**src/rtl/adc_seq_pkg.sv**
```systemverilog
package adc_seq_pkg;

    localparam int RES_W  = 12;
    localparam int SMP_W  = 3;
    localparam int TCNT_W = 9;

    typedef enum logic [1:0] {
        PH_IDLE    = 2'd0,
        PH_SAMPLE  = 2'd1,
        PH_CONVERT = 2'd2
    } phase_t;

    function automatic logic [TCNT_W-1:0] smp_len(input logic [SMP_W-1:0] code);
        case (code)
            3'd0:    return 9'd3;
            3'd1:    return 9'd15;
            3'd2:    return 9'd28;
            3'd3:    return 9'd56;
            3'd4:    return 9'd84;
            3'd5:    return 9'd112;
            3'd6:    return 9'd144;
            default: return 9'd480;
        endcase
    endfunction

    function automatic logic [TCNT_W-1:0] conv_len(input logic [1:0] res);
        case (res)
            2'd0:    return 9'd15;
            2'd1:    return 9'd13;
            2'd2:    return 9'd11;
            default: return 9'd9;
        endcase
    endfunction

    function automatic logic [3:0] div_of(input logic [1:0] code);
        case (code)
            2'd0:    return 4'd2;
            2'd1:    return 4'd4;
            2'd2:    return 4'd6;
            default: return 4'd8;
        endcase
    endfunction

    function automatic logic [RES_W-1:0] res_mask(input logic [1:0] res);
        case (res)
            2'd0:    return 12'hFFF;
            2'd1:    return 12'h3FF;
            2'd2:    return 12'h0FF;
            default: return 12'h03F;
        endcase
    endfunction

endpackage

```
**src/rtl/adc_clk_div.sv**
```systemverilog
module adc_clk_div
    import adc_seq_pkg::*;
#(
    parameter int DIV_W = 4
) (
    input  logic       clk,
    input  logic       rst_n,
    input  logic       en_i,
    input  logic [1:0] code_i,
    output logic       tick_o
);

    typedef struct packed {
        logic [DIV_W-1:0] cnt;
    } div_st_t;

    div_st_t          div_q, div_d;
    logic [DIV_W-1:0] last_d;

    always_comb begin
        div_d  = div_q;
        last_d = DIV_W'(div_of(code_i)) - 1'b1;
        tick_o = en_i && (div_q.cnt == last_d);
        if (!en_i || tick_o) begin
            div_d.cnt = '0;
        end else begin
            div_d.cnt = div_q.cnt + 1'b1;
        end
    end

    always_ff @(posedge clk or negedge rst_n) begin
        if (!rst_n) begin
            div_q <= '0;
        end else begin
            div_q <= div_d;
        end
    end

    AST_DIV_STEP: assert property (@(posedge clk) disable iff (!rst_n)
        (en_i && !tick_o) |=> (div_q.cnt == DIV_W'($past(div_q.cnt) + 1'b1)));
    AST_DIV_IDLE_ZERO: assert property (@(posedge clk) disable iff (!rst_n)
        !en_i |=> (div_q.cnt == '0));

endmodule

```
**src/rtl/adc_slot_pick.sv**
```systemverilog
module adc_slot_pick
    import adc_seq_pkg::*;
#(
    parameter int SLOTS = 16,
    parameter int NCH   = 19,
    parameter int CH_W  = 5,
    parameter int LEN_W = 4
) (
    input  logic [SLOTS*CH_W-1:0] slots_i,
    input  logic [NCH*SMP_W-1:0]  codes_i,
    input  logic [LEN_W-1:0]      idx_i,
    output logic [CH_W-1:0]       ch_o,
    output logic [SMP_W-1:0]      code_o
);

    localparam int NSEL = 1 << CH_W;

    logic [CH_W-1:0]  slot_a [SLOTS];
    logic [SMP_W-1:0] code_a [NSEL];

    for (genvar s = 0; s < SLOTS; s++) begin : g_slot
        assign slot_a[s] = slots_i[s*CH_W +: CH_W];
    end

    for (genvar c = 0; c < NSEL; c++) begin : g_code
        if (c < NCH) begin : g_real
            assign code_a[c] = codes_i[c*SMP_W +: SMP_W];
        end else begin : g_pad
            assign code_a[c] = '0;
        end
    end

    assign ch_o   = slot_a[idx_i];
    assign code_o = code_a[ch_o];

endmodule

```
**src/rtl/adc_seq_fsm.sv**
```systemverilog
module adc_seq_fsm
    import adc_seq_pkg::*;
#(
    parameter int LEN_W = 4
) (
    input  logic              clk,
    input  logic              rst_n,
    input  logic              tick_i,
    input  logic              start_i,
    input  logic              scan_en_i,
    input  logic [1:0]        res_i,
    input  logic [LEN_W-1:0]  seq_len_i,
    input  logic [SMP_W-1:0]  smp_code_i,
    input  logic [RES_W-1:0]  conv_code_i,
    input  logic              rd_i,
    output logic [LEN_W-1:0]  idx_o,
    output logic              busy_o,
    output logic              sample_o,
    output logic              convert_o,
    output logic              eoc_o,
    output logic [RES_W-1:0]  data_o
);

    typedef struct packed {
        phase_t              phase;
        logic [LEN_W-1:0]    idx;
        logic [TCNT_W-1:0]   tcnt;
        logic                eoc;
        logic [RES_W-1:0]    data;
    } seq_st_t;

    seq_st_t           seq_q, seq_d;
    logic              fin;
    logic [TCNT_W-1:0] lim;

    always_comb begin
        seq_d = seq_q;
        fin   = 1'b0;
        lim   = (seq_q.phase == PH_SAMPLE) ? smp_len(smp_code_i) - 1'b1
                                           : conv_len(res_i) - 1'b1;
        case (seq_q.phase)
            PH_IDLE: begin
                if (start_i) begin
                    seq_d.phase = PH_SAMPLE;
                    seq_d.idx   = '0;
                    seq_d.tcnt  = '0;
                end
            end
            PH_SAMPLE: begin
                if (tick_i) begin
                    if (seq_q.tcnt == lim) begin
                        seq_d.phase = PH_CONVERT;
                        seq_d.tcnt  = '0;
                    end else begin
                        seq_d.tcnt = seq_q.tcnt + 1'b1;
                    end
                end
            end
            PH_CONVERT: begin
                if (tick_i) begin
                    if (seq_q.tcnt == lim) begin
                        fin        = 1'b1;
                        seq_d.data = conv_code_i & res_mask(res_i);
                        seq_d.tcnt = '0;
                        if (scan_en_i && (seq_q.idx < seq_len_i)) begin
                            seq_d.idx   = seq_q.idx + 1'b1;
                            seq_d.phase = PH_SAMPLE;
                        end else begin
                            seq_d.phase = PH_IDLE;
                        end
                    end else begin
                        seq_d.tcnt = seq_q.tcnt + 1'b1;
                    end
                end
            end
            default: seq_d.phase = PH_IDLE;
        endcase
        seq_d.eoc = fin | (seq_q.eoc & ~rd_i);
    end

    always_ff @(posedge clk or negedge rst_n) begin
        if (!rst_n) begin
            seq_q <= '0;
        end else begin
            seq_q <= seq_d;
        end
    end

    assign idx_o     = seq_q.idx;
    assign busy_o    = (seq_q.phase != PH_IDLE);
    assign sample_o  = (seq_q.phase == PH_SAMPLE);
    assign convert_o = (seq_q.phase == PH_CONVERT);
    assign eoc_o     = seq_q.eoc;
    assign data_o    = seq_q.data;

    AST_IDLE_HOLDS: assert property (@(posedge clk) disable iff (!rst_n)
        (seq_q.phase == PH_IDLE && !start_i) |=> (seq_q.phase == PH_IDLE));
    AST_STEP_ON_TICK: assert property (@(posedge clk) disable iff (!rst_n)
        (seq_q.phase != PH_IDLE && !tick_i) |=> (seq_q.phase == $past(seq_q.phase)));
    AST_EOC_AFTER_DONE: assert property (@(posedge clk) disable iff (!rst_n)
        fin |=> seq_q.eoc);
    AST_DATA_HOLD: assert property (@(posedge clk) disable iff (!rst_n)
        !fin |=> $stable(seq_q.data));
    AST_READ_CLEARS: assert property (@(posedge clk) disable iff (!rst_n)
        (rd_i && !fin) |=> !seq_q.eoc);
    AST_IDX_IN_RANGE: assert property (@(posedge clk) disable iff (!rst_n)
        (seq_q.phase != PH_IDLE) |-> (seq_q.idx <= seq_len_i));
    AST_START_NO_EFFECT: assert property (@(posedge clk) disable iff (!rst_n)
        (seq_q.phase != PH_IDLE && start_i && !tick_i) |=> (seq_q.idx == $past(seq_q.idx)));

endmodule

```
**src/rtl/adc_seq_ctrl.sv**
```systemverilog
module adc_seq_ctrl
    import adc_seq_pkg::*;
#(
    parameter  int SLOTS = 16,
    parameter  int NCH   = 19,
    localparam int CH_W  = $clog2(NCH),
    localparam int LEN_W = $clog2(SLOTS)
) (
    input  logic                  clk,
    input  logic                  rst_n,
    input  logic                  start_i,
    input  logic                  scan_en_i,
    input  logic [1:0]            res_i,
    input  logic [1:0]            presc_i,
    input  logic [LEN_W-1:0]      seq_len_i,
    input  logic [SLOTS*CH_W-1:0] seq_slots_i,
    input  logic [NCH*SMP_W-1:0]  smp_codes_i,
    input  logic [RES_W-1:0]      conv_code_i,
    input  logic                  rd_i,
    output logic [CH_W-1:0]       mux_sel_o,
    output logic                  sample_o,
    output logic                  convert_o,
    output logic                  busy_o,
    output logic                  eoc_o,
    output logic [RES_W-1:0]      data_o
);

    logic [LEN_W-1:0] idx;
    logic [CH_W-1:0]  ch;
    logic [SMP_W-1:0] smp_code;
    logic             tick;
    logic             busy;

    adc_slot_pick #(
        .SLOTS (SLOTS),
        .NCH   (NCH),
        .CH_W  (CH_W),
        .LEN_W (LEN_W)
    ) u_pick (
        .slots_i (seq_slots_i),
        .codes_i (smp_codes_i),
        .idx_i   (idx),
        .ch_o    (ch),
        .code_o  (smp_code)
    );

    adc_clk_div #(
        .DIV_W (4)
    ) u_div (
        .clk    (clk),
        .rst_n  (rst_n),
        .en_i   (busy),
        .code_i (presc_i),
        .tick_o (tick)
    );

    adc_seq_fsm #(
        .LEN_W (LEN_W)
    ) u_fsm (
        .clk         (clk),
        .rst_n       (rst_n),
        .tick_i      (tick),
        .start_i     (start_i),
        .scan_en_i   (scan_en_i),
        .res_i       (res_i),
        .seq_len_i   (seq_len_i),
        .smp_code_i  (smp_code),
        .conv_code_i (conv_code_i),
        .rd_i        (rd_i),
        .idx_o       (idx),
        .busy_o      (busy),
        .sample_o    (sample_o),
        .convert_o   (convert_o),
        .eoc_o       (eoc_o),
        .data_o      (data_o)
    );

    assign busy_o    = busy;
    assign mux_sel_o = busy ? ch : '0;

    AST_SEL_ZERO_IDLE: assert property (@(posedge clk) disable iff (!rst_n)
        !busy_o |-> (mux_sel_o == '0 && !sample_o && !convert_o));

endmodule

```
**config.mk**
```make
export PLATFORM = sky130hd
export DESIGN_NAME = adc_seq_ctrl
export DESIGN_NICKNAME = d
export VERILOG_FILES = /design/src/rtl/adc_seq_pkg.sv /design/src/rtl/adc_clk_div.sv /design/src/rtl/adc_slot_pick.sv /design/src/rtl/adc_seq_fsm.sv /design/src/rtl/adc_seq_ctrl.sv
export SDC_FILE = /design/constraint.sdc
export NUM_CORES = 1
export LEC_CHECK = 0
export ABC_AREA = 0
export BUFFER_PORTS_ARGS = -buffer_cell sky130_fd_sc_hd__clkbuf_2
export CAP_MARGIN = 20
export CELL_PAD_IN_SITES_DETAIL_PLACEMENT = 1
export CELL_PAD_IN_SITES_GLOBAL_PLACEMENT = 1
export CORE_MARGIN = 8
export CORE_UTILIZATION = 30
export DETAILED_ROUTE_END_ITERATION = 12
export GPL_TIMING_DRIVEN = 0
export PLACE_DENSITY = 0.84
export RECOVER_POWER = 25
export SKIP_CTS_REPAIR_TIMING = 1
export SLEW_MARGIN = 15
export SYNTH_ARGS = -nofsm -noshare
export SYNTH_HDL_FRONTEND = slang
export SYNTH_SLANG_ARGS = --single-unit
```
**constraint.sdc**
```tcl
create_clock -name clk -period 4.4 [get_ports clk]
set_clock_uncertainty 0.05 [all_clocks]
set_input_delay 0.66 -clock clk [delete_from_list [all_inputs] [get_ports clk]]
set_output_delay 0.66 -clock clk [all_outputs]
set_load 0.005 [all_outputs]
```
After elaboration in Yosys (flattened, before gate mapping)
Index checks and enable logic that the tools add are counted.
Word-level totals
  flip-flop bits (word level): 32
  logic and storage cells: 87
  input port bits: 162
Cells by class
  $add $sub $neg: 6
  equal/unequal tests: 20
  multiplexer cells: 31
  magnitude comparators: 3
  reduce and logical (&&, ||, !) cells: 15
  bitwise gates (word level): 6
Operator list (count)
  $pmux W9 S7: 1
  $mux W12: 3
  $pmux W12 S3: 1
  $mux W15: 2
  $mux W9: 3
  $pmux W9 S3: 1
  $bmux W5 S4: 1
  $bmux W3 S5: 1
  $mux W5: 3
  $and A12 B12 Y12: 1
  $pmux W4 S3: 1
  $ne A2 B1 Y1 const B: 5
  $reduce_and A5 Y1: 2
  $add A9 B1 Y9 const B: 1
  $eq A3 B3 Y1 const B: 3
  $eq A9 B9 Y1: 1
  $pmux W3 S3: 1
  $sub A9 B1 Y9 const B: 1
  $add A4 B1 Y4 const B: 2
  $mux W4: 2
  $pmux W4 S2: 1
  $eq A2 B1 Y1 const B: 3
  $eq A2 B2 Y1 const B: 3
  $eq A3 B2 Y1 const B: 2
  other kinds (27): 36

Longest topological paths before layout
  depth after elaboration: 17
  gate-level depth with buffers: 21

Cells and area by module
Synthesis repeated with hierarchy kept, for this count alone.
Second synthesis, totals
  cell total of the unflattened synthesis: 345
  area, all modules: 3354.5 um^2
Modules (own cells, without submodules)
  adc_seq_fsm: times used 1, cells an instance 222, sequential area each 700.7 um^2, area each 1918.1 um^2
  adc_slot_pick: times used 1, cells an instance 101, sequential area each 0.0 um^2, area each 1213.7 um^2
  adc_clk_div: times used 1, cells an instance 17, sequential area each 100.1 um^2, area each 191.4 um^2
  adc_seq_ctrl: times used 1, cells an instance 5, sequential area each 0.0 um^2, area each 31.3 um^2

Worst setup path before layout
No wires, ideal clock.
  kind: register to register
  start point: register u_fsm.seq_q (netlist bit u_fsm.idx_o[0])
  end point: register u_fsm.seq_q (netlist bit u_fsm.data_o[0])
  data required time: 4225 ps
  buffers on the path: 4
  cell stages (with the launch flop): 19
  setup slack: -442 ps
  data arrival time: 4666 ps
  cells stage by stage: dfrtp_1 > buf_6 > buf_6 > mux4_2 > mux4_2 > buf_2 > nor2_4 > a221oi_1 > a22o_1 > or2_2 > o21ai_0 > o21ai_0 > ha_1 > a2111oi_4 > xnor2_1 > nor4_4 > nand4_4 > buf_6 > mux2_4
Between the ends
  cells in the longest elaborated chain, start to end: 14
  elaborated cells between the ends (all ways): 20
  classes of those cells: 1 x add/sub; 7 x eq/ne; 8 x mux; 2 x bitwise; 2 x reduce/logical
RTL lines
  from (decl): RTL line adc_seq_fsm.sv:32  | seq_st_t seq_q, seq_d;
  from (signal assigned): RTL line adc_seq_fsm.sv:85  | seq_q <= seq_d;
  $not A4 Y5 (implied by the code) *: RTL line adc_slot_pick.sv:33  | assign ch_o = slot_a[idx_i];
  $bmux W5 S4 *: RTL line adc_slot_pick.sv:33
  $mux W5 (implied by the code) * (2 in a row): RTL line adc_slot_pick.sv:33
  $not A5 Y6 (implied by the code) *: RTL line adc_slot_pick.sv:34  | assign code_o = code_a[ch_o];
  $bmux W3 S5 *: RTL line adc_slot_pick.sv:34
  $mux W3 (implied by the code) * (2 in a row): RTL line adc_slot_pick.sv:34
  $eq A3 B3 Y1, or another cell as far along: RTL line adc_seq_pkg.sv:14  | case (code)
  $pmux W9 S7 *: RTL line adc_seq_pkg.sv:14
  $sub A9 B1 Y9 *: RTL line adc_seq_fsm.sv:39  | lim = (seq_q.phase == PH_SAMPLE) ? smp_len(smp_code_i) - 1'b1
  $mux W9 *: RTL line adc_seq_fsm.sv:39
  $eq A9 B9 Y1 *: RTL line adc_seq_fsm.sv:61  | if (seq_q.tcnt == lim) begin
  $reduce_and A3 Y1 (no source line) *
Every way passes the cells marked *; elsewhere a longest branch is shown, timed or not. The select of a mux whose other input is x is not followed.
A chain may end at the register's enable or synchronous reset.

Worst setup path after layout
  start point: register u_fsm.seq_q (netlist bit u_fsm.idx_o[0])
  end point: register u_fsm.seq_q (netlist bit u_fsm.data_o[1])
The elaborated chain is that of the path after synthesis.

==> impl_metrics.toml <==
[outcome]
run_status = "finished with violations"
violations = "capacitance limit, slew limit, setup timing"

[worst_hold_path]
worstHoldPathType = "reg2reg"

[cells_and_area]
antennaDiodeCount = 0
fraction_of_the_core_area_covered_by_cells_at_the_end_of_the_flow_pct = 44.42
layout-drive-gt1-share_pct = 53.71
final_nets = 739
area_overhead_of_the_layout_relative_to_synthesis_pct = 46.49
ff_latch_area_um2 = 800.8
multi_input_comb_area_mm2 = 0.002471
final_design_area_no_fill_mm2 = 0.005007
final.fill_count = 1367

[synthesis]
synth_top_family_by_area = "multiplexers"
synth_adder_area_share_pct = 4.026
synth_compound_area_share_pct = 15.15
synth_fp_nets = 526
syn-cell-area_mm2 = 0.003418
synth_edf_count = 0
syn_inst = 353
ys_top_cells_by_area = "sky130_fd_sc_hd__dfrtp_1 23%, sky130_fd_sc_hd__mux4_2 13%, sky130_fd_sc_hd__mux2i_1 7.0%"
post_synth_xor_area_fraction_pct = 4.612
ys_warn_count = 0
average_footprint_of_a_synthesized_cell_um2 = 9.684
yosysSeqAreaShare_pct = 23.43
async_flop_share_pct = 100.0
postSynthRegisterBits = 32
synthMuxAreaShare_pct = 25.81
synth_flop_cell = "sky130_fd_sc_hd__dfrtp_1"
yosysTopAreaCellShare_pct = 23.43
library_cell_with_the_largest_summed_area_after_synthesis = "sky130_fd_sc_hd__dfrtp_1"
synth.lib_cells_used.distinct = 61
synth_simple_gate_area_share_pct = 19.25

[power_and_ir_drop]
p_total_mw = 1.341
combinationalPowerShare_pct = 48.8
power_frac_seq_pct = 27.2
irDropWorstVdd_uv = 196.4
power_frac_clock_pct = 23.9
netSwitchingPower_mw = 0.5184
p_int_mw = 0.8228
p_sw_share_pct = 38.65
p_leak_nw = 2.510
power_density_mw_per_mm2 = 267.8

[setup_path]
cp_num_cells = 17
cp_cell_sequence = "buf_6 > buf_12 > mux4_2 > mux4_2 > and2_4 > a221o_1 > o221ai_4 > xnor2_1 > o21ai_1 > ha_2 > a2111oi_4 > xnor2_2 > nor4_4 > buf_6 > nand4_4 > clkbuf_16 > mux2_4"
cp_slowest_stage_delay_ns = 0.62
worst_path_dominant_cell_family = "multiplexers"
r2r_end = "u_fsm.data_o[1]"
critPathCaptureType = "flip-flop"
endpoint = "u_fsm.data_o[1]"
crit_path_start_kind = "flip-flop"
critPathSlowestCell = "sky130_fd_sc_hd__mux4_2"
critical_setup_path_class = "reg2reg"
arrival_ns = 5.00
cp_max_fo = 10
r2r.worst_path.cells = 17
worst_r2r_startpoint = "u_fsm.idx_o[0]"
worst-path-buf-inv = 4
critical_path.startpoint = "u_fsm.idx_o[0]"
required_arrival_time_at_the_worst_endpoint_ns = 4.50
rrSetupSlack_ns = -0.50

[global_routing]
grt_max_degree = 33
via_count_of_the_first_global_routing_pass = 4043
grt_usage_pct = 17.66
grt_antenna_before_repair = 0
grt_overflow = 0
grt_first_pass_wirelength_um = 21130

[die]
die_width_um = 122.7
die_height_um = 122.7
number_of_top_level_pins = 183
die_area_mm2 = 0.01507
placeableCoreArea_mm2 = 0.01127
start_util_pct = 30.33
row_count = 39

[clock_tree]
path_clk_slew_ns = 0.05
htree_levels = 2
clk_path_buf_depth = 2
cts_made_buffers = 5
worstSkewPairLatency_ns = 0.27
root_buffer = "sky130_fd_sc_hd__clkbuf_16"
clock_sinks = 32
cts_tree = "yes"

[placement]
place.port_buffers = 182
dpl-instance-area_mm2 = 0.004544
finalWeightedCongestion = 0.8709
final_hpwl_dp_um = 11560

[sta]
finalSetupViolations = 28
max_clock_freq_ghz = 0.2042
timing.final.hold_violations = 0
finalCriticalPeriod_ns = 4.896
timing_max_transition_violations_final = 33
slew_headroom_pct = -21.28
period_share_pct = 111.3
worst_slack_ns = -0.4960
grt_setup_unrepaired = "true"
transition_at_the_pin_with_the_smallest_max_transition_slack_ns = 1.819

[route]
dr_pass1_iterations = 4
postRouteAntennaNets = 0
initialDrtViolationCount = 186
per_cell_via_count_in_the_routed_design = 5.261
wirelength_um = 14330
detailroute.via_count = 3730
drt_drc_violations_left = 0
avgRoutedWirePerCell_um = 20.21

[flow_run]
cap_violations = 1
worst min path at each step:
stage | cells past startpoint | slack (ns) | to | startpoint
floorplan | 0 | 0.31 | u_div.div_q[0] | rst_n
global placement | 1 | 0.42 | u_div.div_q[0] | u_div.div_q[0]
detailed placement | 1 | 0.43 | u_div.div_q[0] | u_div.div_q[0]
CTS | 1 | 0.44 | u_div.div_q[0] | u_div.div_q[0]
global route | 1 | 0.46 | u_div.div_q[0] | u_div.div_q[0]
finish | 1 | 0.44 | u_div.div_q[0] | u_div.div_q[0]
kinds of logic (layout without fill, tap and decap cells):
family,Yosys count,count (layout)
compound gates,70,70
fa+ha+maj,11,11
buf+inv,47,260
xor+xnor,18,18
flops,32,32
simple gates,117,117
mux,58,58
area by class of cell:
cell class / count / area share, %
tap: 143 / 3.573
clock inverter: 1 / 0.09995
clock buffer: 6 / 2.574
buffer: 28 / 4.623
inverter: 16 / 1.199
sequential: 32 / 15.99
multi-input combinational: 274 / 49.35
timing repair buffer: 209 / 22.59
cells in the final DEF, fill, tap and decap left out, drive strengths merged, types with 2 or more instances in the layout:
| cell type | n |
|---|---|
| clkbuf | 197 |
| buf | 46 |
| dfrtp | 32 |
| nand2 | 27 |
| mux2i | 24 |
| mux4 | 20 |
| nand3 | 19 |
| nor2 | 17 |
| xnor2 | 16 |
| o21ai | 16 |
| a21oi | 15 |
| inv | 15 |
| and3 | 14 |
| mux2 | 14 |
| ha | 11 |
| and2 | 7 |
| nor2b | 7 |
| nand4 | 6 |
| nand2b | 5 |
| a221o | 4 |
| nor3b | 4 |
| a22oi | 3 |
| a31oi | 3 |
| o22ai | 3 |
| a21boi | 3 |
| o21a | 3 |
| a32o | 2 |
| or2 | 2 |
| o221ai | 2 |
| a32oi | 2 |
| nand4b | 2 |
| xor2 | 2 |
| a211oi | 2 |
| and4 | 2 |
| o31ai | 2 |
| a31o | 2 |
| clkinv | 2 |
| nor4 | 2 |
layer usage:
layer  GRT usage (%)  vias up  part of all wire [%]
li1                -     1734                     -
met1           21.45     1829                    40
met2           31.02      142                    52
met3           3.542       25                   6.8
met4           4.722        0                   1.8
met5               0        -                     0
cells in the mapped netlist, types with 3 or more instances:
cell and count:
sky130_fd_sc_hd__buf_2 4, sky130_fd_sc_hd__a21boi_0 3, sky130_fd_sc_hd__ha_1 11, sky130_fd_sc_hd__nor2b_1 7, sky130_fd_sc_hd__mux2_2 5, sky130_fd_sc_hd__o21ai_0 13
sky130_fd_sc_hd__and3_1 14, sky130_fd_sc_hd__a21oi_1 15, sky130_fd_sc_hd__and2_1 6, sky130_fd_sc_hd__nor2_1 15, sky130_fd_sc_hd__nand2b_1 5, sky130_fd_sc_hd__inv_1 14
sky130_fd_sc_hd__o22ai_1 3, sky130_fd_sc_hd__nor3b_1 4, sky130_fd_sc_hd__o21a_1 3, sky130_fd_sc_hd__nand2_1 27, sky130_fd_sc_hd__xnor2_1 16, sky130_fd_sc_hd__nand4_1 5
sky130_fd_sc_hd__clkbuf_1 9, sky130_fd_sc_hd__a22oi_1 3, sky130_fd_sc_hd__a221o_1 4, sky130_fd_sc_hd__mux4_2 20, sky130_fd_sc_hd__buf_4 14, sky130_fd_sc_hd__nand3_1 19
sky130_fd_sc_hd__mux2i_1 24, sky130_fd_sc_hd__dfrtp_1 32, sky130_fd_sc_hd__a31oi_1 3, sky130_fd_sc_hd__o21ai_1 3, sky130_fd_sc_hd__buf_6 4, sky130_fd_sc_hd__mux2_4 9
state kept, by name (all words and copies together), names as in the netlist:
| register | flops |
|---|---|
| u_fsm.data_o | 12 |
| u_fsm.seq_q | 11 |
| u_div.div_q | 4 |
| u_fsm.idx_o | 4 |
| u_fsm.eoc_o | 1 |
power groups by stage:
| stage | registers [mW] | clock network (mW) | logic, mW |
|---|---|---|---|
| 3_3_place_gp | 0.365 | 0 | 0.561 |
| 2_1_floorplan | 0.359 | 0 | 0.373 |
| 4_1_cts | 0.364 | 0.330 | 0.594 |
| 6_report | 0.365 | 0.321 | 0.655 |
| 5_1_grt | 0.371 | 0.343 | 0.720 |
| 3_5_place_dp | 0.369 | 0 | 0.590 |
per-stage QoR:
stage / hold WS [ns] / std cells / worst slack, ns / TNS [ns]
after floorplan: 0.3144 / 353 / -0.3129 / -4.190
after detailed placement: 0.4285 / 678 / -1.083 / -25.28
after global placement: 0.4222 / 678 / -0.8593 / -18.87
after global routing: 0.4635 / 709 / -0.6781 / -15.12
final: 0.4435 / 709 / -0.4960 / -9.684
after CTS: 0.4431 / 685 / -1.078 / -25.12
No activity file was read; power rests on OpenSTA's default activity.
